[src/rtl/sclkgen_pkg.sv]
package sclkgen_pkg;
   localparam int DIV_W    = 3;
   localparam int POS_MEN  = 0;
   localparam int POS_POL  = 1;
   localparam int POS_PHA  = 2;
   localparam int POS_DIV  = 3;
   localparam int POS_CSV  = 10;
   localparam int POS_CSF  = 14;
   localparam int POS_MAN  = 15;
   localparam int POS_GO   = 16;
   localparam int FIELD_W  = POS_GO + 1;

   typedef struct packed {
      logic             man_en;
      logic             cs_force;
      logic             cs_val;
      logic [DIV_W-1:0] div;
      logic             pha;
      logic             pol;
      logic             men;
   } ctrl_t;

   function automatic ctrl_t ctrl_decode(input logic [FIELD_W-1:0] w);
      ctrl_t c;
      c.men      = w[POS_MEN];
      c.pol      = w[POS_POL];
      c.pha      = w[POS_PHA];
      c.div      = w[POS_DIV +: DIV_W];
      c.cs_val   = w[POS_CSV];
      c.cs_force = w[POS_CSF];
      c.man_en   = w[POS_MAN];
      return c;
   endfunction

   function automatic logic [FIELD_W-1:0] ctrl_encode(input ctrl_t c);
      logic [FIELD_W-1:0] w;
      w                  = '0;
      w[POS_MEN]         = c.men;
      w[POS_POL]         = c.pol;
      w[POS_PHA]         = c.pha;
      w[POS_DIV +: DIV_W] = c.div;
      w[POS_CSV]         = c.cs_val;
      w[POS_CSF]         = c.cs_force;
      w[POS_MAN]         = c.man_en;
      return w;
   endfunction
endpackage

[src/rtl/sclkgen_cfg.sv]
module sclkgen_cfg
   import sclkgen_pkg::*;
#(
   parameter int CFG_W = 32
) (
   input  logic             clk,
   input  logic             rst_n,
   input  logic             wr_en,
   input  logic [CFG_W-1:0] wr_data,
   output ctrl_t            ctrl,
   output logic [CFG_W-1:0] rd_data,
   output logic             go_pulse
);
   always_ff @(posedge clk or negedge rst_n) begin
      if (!rst_n) begin
         ctrl     <= '0;
         go_pulse <= 1'b0;
      end else begin
         go_pulse <= wr_en & wr_data[POS_GO];
         if (wr_en) ctrl <= ctrl_decode(wr_data[FIELD_W-1:0]);
      end
   end

   assign rd_data = CFG_W'(ctrl_encode(ctrl));
endmodule

[src/rtl/sclkgen_div.sv]
module sclkgen_div
   import sclkgen_pkg::*;
#(
   parameter int CODE_W = DIV_W
) (
   input  logic              clk,
   input  logic              rst_n,
   input  logic              run,
   input  logic              load_ok,
   input  logic [CODE_W-1:0] code,
   output logic              tick
);
   localparam int CNT_W = (1 << CODE_W) - 1;

   logic [CODE_W-1:0] code_act;
   logic [CNT_W-1:0]  cnt;
   logic [CNT_W:0]    span;
   logic [CNT_W-1:0]  half_m1;

   assign span    = (CNT_W+1)'(1) << code_act;
   assign half_m1 = CNT_W'(span - 1'b1);
   assign tick    = run && (cnt == half_m1);

   always_ff @(posedge clk or negedge rst_n) begin
      if (!rst_n) begin
         code_act <= '0;
         cnt      <= '0;
      end else begin
         if (load_ok) code_act <= code;
         if (!run || tick) cnt <= '0;
         else              cnt <= cnt + 1'b1;
      end
   end
endmodule

[src/rtl/sclkgen_edges.sv]
module sclkgen_edges #(
   parameter int FRAME_BITS = 8
) (
   input  logic clk,
   input  logic rst_n,
   input  logic start,
   input  logic tick,
   input  logic cpol,
   input  logic cpha,
   input  logic cs_force,
   input  logic cs_val,
   output logic sclk,
   output logic cs_n,
   output logic active,
   output logic launch,
   output logic shift_stb,
   output logic sample_stb
);
   localparam int EDGES = 2 * FRAME_BITS;
   localparam int EW    = $clog2(EDGES + 1);

   logic [EW-1:0] edge_cnt;
   logic [EW-1:0] k;
   logic          last;
   logic          odd;
   logic          busy_nx;

   assign k       = edge_cnt + 1'b1;
   assign last    = tick && (k == EW'(EDGES));
   assign odd     = k[0];
   assign busy_nx = active ? !last : start;

   always_ff @(posedge clk or negedge rst_n) begin
      if (!rst_n) begin
         active     <= 1'b0;
         launch     <= 1'b0;
         sclk       <= 1'b0;
         cs_n       <= 1'b1;
         edge_cnt   <= '0;
         shift_stb  <= 1'b0;
         sample_stb <= 1'b0;
      end else begin
         active <= busy_nx;
         launch <= start && !active;
         if (!active) begin
            sclk     <= cpol;
            edge_cnt <= '0;
         end else if (tick) begin
            sclk     <= ~sclk;
            edge_cnt <= last ? '0 : k;
         end
         shift_stb  <= tick && (cpha ? odd : (!odd && !last));
         sample_stb <= tick && (cpha ? !odd : odd);
         cs_n       <= cs_force ? cs_val : !busy_nx;
      end
   end
endmodule

[src/rtl/sclk_cs_gen.sv]
module sclk_cs_gen
   import sclkgen_pkg::*;
#(
   parameter int CFG_W      = 32,
   parameter int FRAME_BITS = 8
) (
   input  logic             clk,
   input  logic             rst_n,
   input  logic             cfg_wr,
   input  logic [CFG_W-1:0] cfg_wdata,
   output logic [CFG_W-1:0] cfg_rdata,
   input  logic             tx_avail,
   output logic             sclk,
   output logic             cs_n,
   output logic             active,
   output logic             launch,
   output logic             shift_stb,
   output logic             sample_stb
);
   generate
      if (CFG_W < FIELD_W) begin : g_bad_cfg
         $error("CFG_W too narrow for the control fields");
      end
      if (FRAME_BITS < 2 || FRAME_BITS > 64) begin : g_bad_frame
         $error("FRAME_BITS out of range");
      end
   endgenerate

   ctrl_t ctrl;
   logic  go_pulse;
   logic  tick;
   logic  start;
   logic  load_ok;

   sclkgen_cfg #(.CFG_W(CFG_W)) u_cfg (
      .clk      (clk),
      .rst_n    (rst_n),
      .wr_en    (cfg_wr),
      .wr_data  (cfg_wdata),
      .ctrl     (ctrl),
      .rd_data  (cfg_rdata),
      .go_pulse (go_pulse)
   );

   assign start   = !active && ctrl.men && tx_avail && (ctrl.man_en ? go_pulse : 1'b1);
   assign load_ok = !active && cs_n;

   sclkgen_div #(.CODE_W(DIV_W)) u_div (
      .clk     (clk),
      .rst_n   (rst_n),
      .run     (active),
      .load_ok (load_ok),
      .code    (ctrl.div),
      .tick    (tick)
   );

   sclkgen_edges #(.FRAME_BITS(FRAME_BITS)) u_edges (
      .clk        (clk),
      .rst_n      (rst_n),
      .start      (start),
      .tick       (tick),
      .cpol       (ctrl.pol),
      .cpha       (ctrl.pha),
      .cs_force   (ctrl.cs_force),
      .cs_val     (ctrl.cs_val),
      .sclk       (sclk),
      .cs_n       (cs_n),
      .active     (active),
      .launch     (launch),
      .shift_stb  (shift_stb),
      .sample_stb (sample_stb)
   );
endmodule

[config.mk]
export PLATFORM = sky130hd
export DESIGN_NAME = sclk_cs_gen
export DESIGN_NICKNAME = d
export VERILOG_FILES = /design/src/rtl/sclkgen_pkg.sv /design/src/rtl/sclkgen_cfg.sv /design/src/rtl/sclkgen_div.sv /design/src/rtl/sclkgen_edges.sv /design/src/rtl/sclk_cs_gen.sv
export SDC_FILE = /design/constraint.sdc
export NUM_CORES = 1
export LEC_CHECK = 0
export BUFFER_PORTS_ARGS = -buffer_cell sky130_fd_sc_hd__clkbuf_2
export CORE_ASPECT_RATIO = 1.75
export CORE_UTILIZATION = 50
export CTS_CLUSTER_DIAMETER = 80
export DETAILED_ROUTE_END_ITERATION = 7
export GPL_TIMING_DRIVEN = 0
export PLACE_DENSITY_LB_ADDON = 0.05
export SLEW_MARGIN = 20
export SYNTH_ARGS = -nofsm -noshare
export SYNTH_HDL_FRONTEND = slang
export SYNTH_SLANG_ARGS = --single-unit
[constraint.sdc]
create_clock -name clk -period 4.1 [get_ports clk]
set_clock_uncertainty 0.2 [all_clocks]
set_input_delay 0.615 -clock clk [delete_from_list [all_inputs] [get_ports clk]]
set_output_delay 0.615 -clock clk [all_outputs]
set_load 0.03 [all_outputs]
==> impl_metrics.ini <==
[placed_design]
place_congestion = 0.8006
postPlaceCellArea_sq_um = 2023
detailed_place_hpwl_mm = 2.686
port_buffers = 27
post-place-cells = 261
dp_worst_setup_slack_ns = 1.930

[synth]
ys_ff_latch = 31
area_of_the_mapped_netlist_sq_um = 1749
post_synth_edffs = 0
async_reset_ff_share_pct = 100.0
syn-mean-instance-area_sq_um = 10.47
syn_inst = 167
synth_flop_cell = dfrtp_1
number_of_unique_standard_cell_types_used_by_synthesis = 48
synth-warning-count = 0
synth-seq-area-share_pct = 44.42

[clock_network]
worst_skew_pair.late_latency_ns = 0.28
cts.repair_timing.setup_buffer_count = 0
cts_num_sinks = 31
cts-resized-gates = 0
ctsHtreeMaxLevel = 2
cts_stage_hold_buffer_count = 0
cts-buffers-inserted = 5
tritoncts_clock_tree = yes
clockBufferDepth = 2
cts.root.buffer_cell = clkbuf_8
cts.clk_slew.worst_paths_ns = 0.06

[timing]
timing.final.crit_share_pct = 53.22
timing.fmax_ghz = 0.4583
final-max-slew-violation-count = 0
worst-slew-pin-transition_ns = 0.7641
grt_setup_unrepaired = false
slew-limit-headroom_pct = 49.06
layout_min_cycle_time_ns = 2.182
timing.hold.ws_ns = 0.2010
post-route-worst-setup-slack_ns = 1.918
timing.final.hold_violations = 0
setup_viol = 0
setup_total_negative_slack_ns = 0

[layout]
net_total_in_the_final_layout = 261
stdcell_count = 269
register_area_sq_um = 777.0
n_fill_cell = 296
drive_above_1_share_pct = 37.95
cell_area_after_layout_sq_um = 2123
antenna-diode-count = 0
final_core_util_pct = 63.13
multiInputGateArea_sq_um = 824.5
layout_overhead_on_the_synthesized_area_pct = 21.39

[worst_setup_path]
category_of_the_worst_setup_path_capture_point = register
critical_path_class = register to register
crit_slowest_cell = nor3_2
r2r.worst_path.cells = 4
worst-path-buf-inv = 0
critical_path.max_stage_delay_ns = 0.54
timing.critical_path.max_delay_family = simple AND/OR/NAND/NOR gates
timing.critical_path.from_type = register
worstPathCellList = or2_1 > o32a_2 > nor3_2 > and4_1
arrival_ns = 2.20
timing.critical_path.depth = 4
cp_max_fo = 9
worstPathRequired_ns = 4.12

[global_routing]
grt_first_pass_wirelength_mm = 6.037
antenna_found_initial = 0
grt_pass1_vias = 1414
grt.total_usage_pct = 22.72
grt_max_degree = 32
grt_overflow = 0

[power_and_ir_drop]
power.share.sequential_pct = 37.0
power_per_cell_area_nw_per_um2 = 563.3
p_total_mw = 1.196
power.share.switching_pct = 40.38
int_power_mw = 0.7131
worst_ir_drop_vdd_v = 0.0003529
p_comb_share_pct = 41.4
power_frac_clock_pct = 21.7
sw_pwr_mw = 0.4830
leakage_nw = 1.038

[die]
floorplan.initialDensity_pct = 52.01
y_dimension_of_the_die_microns = 80.25
placementRows = 28
pin_count = 74
die_x_microns = 46.71
core-area_sq_um = 3363
design.die.area_sq_um = 3748

[route]
detailroute.via_count = 1375
post-route-drc-count = 0
pre_antenna_drt_iters = 4
route.detailed.vias_per_inst = 5.112
drt_antenna_net_count = 0
drt_iter0_markers = 33
detail_route.wirelength_mm = 3.581
wire_per_inst_microns = 13.31

[run]
drv_cap = 0

[run_status]
status = finished clean

[hold_path]
hold_path_class = input pin to asynchronous set/reset pin
==> Yosys cell counts, types with 2 or more instances <==
cell type,instances,area share (%)
xnor2_1,3,1.5
nand2b_1,6,2.1
o21ai_0,4,1.1
and2_1,2,0.72
clkbuf_1,2,0.43
and3_1,3,1.1
buf_4,27,12
nor3_1,7,2.0
nor2b_1,4,1.4
and4_1,2,1.0
ha_1,2,1.4
xor2_1,2,1.0
mux2_2,12,7.7
nor2_1,5,1.1
nand3_1,6,1.7
dfrtp_1,30,43
nand2_1,11,2.4
a31o_2,2,1.0
mux2i_1,3,1.7
a21oi_1,2,0.57
or4_1,2,0.86
a31oi_1,2,0.72
o31ai_1,3,1.3
==> area by class of cell <==
class                           count  share of cell area [%]
Multi-Input combinational cell    126                   38.83
Sequential cell                    31                   36.59
Buffer                             31                   10.67
Timing Repair Buffer               27                   6.364
Clock buffer                        8                   4.714
Tap cell                           45                   2.652
Inverter                            1                  0.1768
==> sequential cells by signal, summed over array words and instances (netlist names) <==
signal              count
u_cfg.ctrl              9
u_cfg.go_pulse          1
u_div.cnt               7
u_div.code_act          3
u_edges.active          1
u_edges.cs_n            1
u_edges.edge_cnt        5
u_edges.launch          1
u_edges.sample_stb      1
u_edges.sclk            1
u_edges.shift_stb       1
==> logic make-up (layout without fill, tap and decap cells) <==
family / after synthesis / count (layout) / share of synthesized area [%]
adder cells (fa/ha/maj): 2 / 2 / 1.430
flip-flops: 31 / 31 / 44.42
AND/OR/NAND/NOR: 58 / 58 / 18.81
AO/OA/AOI/OAI: 23 / 23 / 10.01
multiplexers: 15 / 15 / 9.442
XOR/XNOR: 5 / 5 / 2.504
buffers and inverters: 32 / 67 / 13.16
other: 1 / 23 / 0.2144
==> final timing paths <==
path,slack [ns],from,end
max in group asynchronous,3.01,rst_n,u_div.cnt[6]
max,1.92,u_div.cnt[5],u_edges.sample_stb
min in group clk,0.27,u_cfg.ctrl[7],u_edges.cs_n
min,0.20,rst_n,u_cfg.ctrl[4]
max reg2reg,1.92,u_div.cnt[5],u_edges.sample_stb
min reg2reg,0.27,u_cfg.ctrl[7],u_edges.cs_n
==> cell usage in the layout, fill, tap and decap left out, types with 2 or more instances in the layout <==
master,count
a21oi_1,2
a31oi_1,2
nor2b_1,4
nand2b_1,6
mux2_2,12
and2_1,2
nand3_1,6
buf_4,27
o31ai_1,3
conb_1,23
dfrtp_1,30
and3_1,3
clkbuf_8,7
clkbuf_1,3
mux2i_1,3
a31o_2,2
o21ai_0,4
nor2_1,5
xor2_1,2
ha_1,2
or4_1,2
xnor2_1,3
clkbuf_2,27
nor3_1,7
and4_1,2
nand2_1,11
==> routing by layer <==
layer  wire length, microns  up-vias  GRT usage (%)
met5                      0        -              0
met4                    125        0          14.86
met3                    143       15          4.719
met2                   1980       47          38.61
met1                   1332      657          23.56
li1                       -      656              -
==> worst reg2reg max path, cell delays in order, from the launching register on <==
cell and delay (ns):
dfrtp_1 0.45, or2_1 0.25, o32a_2 0.40, nor3_2 0.54, and4_1 0.28
==> power by group through the flow <==
stage,Clock (mW),Sequential (mW),Combinational [mW]
6_report,0.259,0.442,0.495
5_1_grt,0.281,0.452,0.550
4_1_cts,0.269,0.442,0.494
3_5_place_dp,0,0.447,0.492
3_3_place_gp,0,0.445,0.477
2_1_floorplan,0,0.463,0.353
Power figures use the tool's default switching activity.
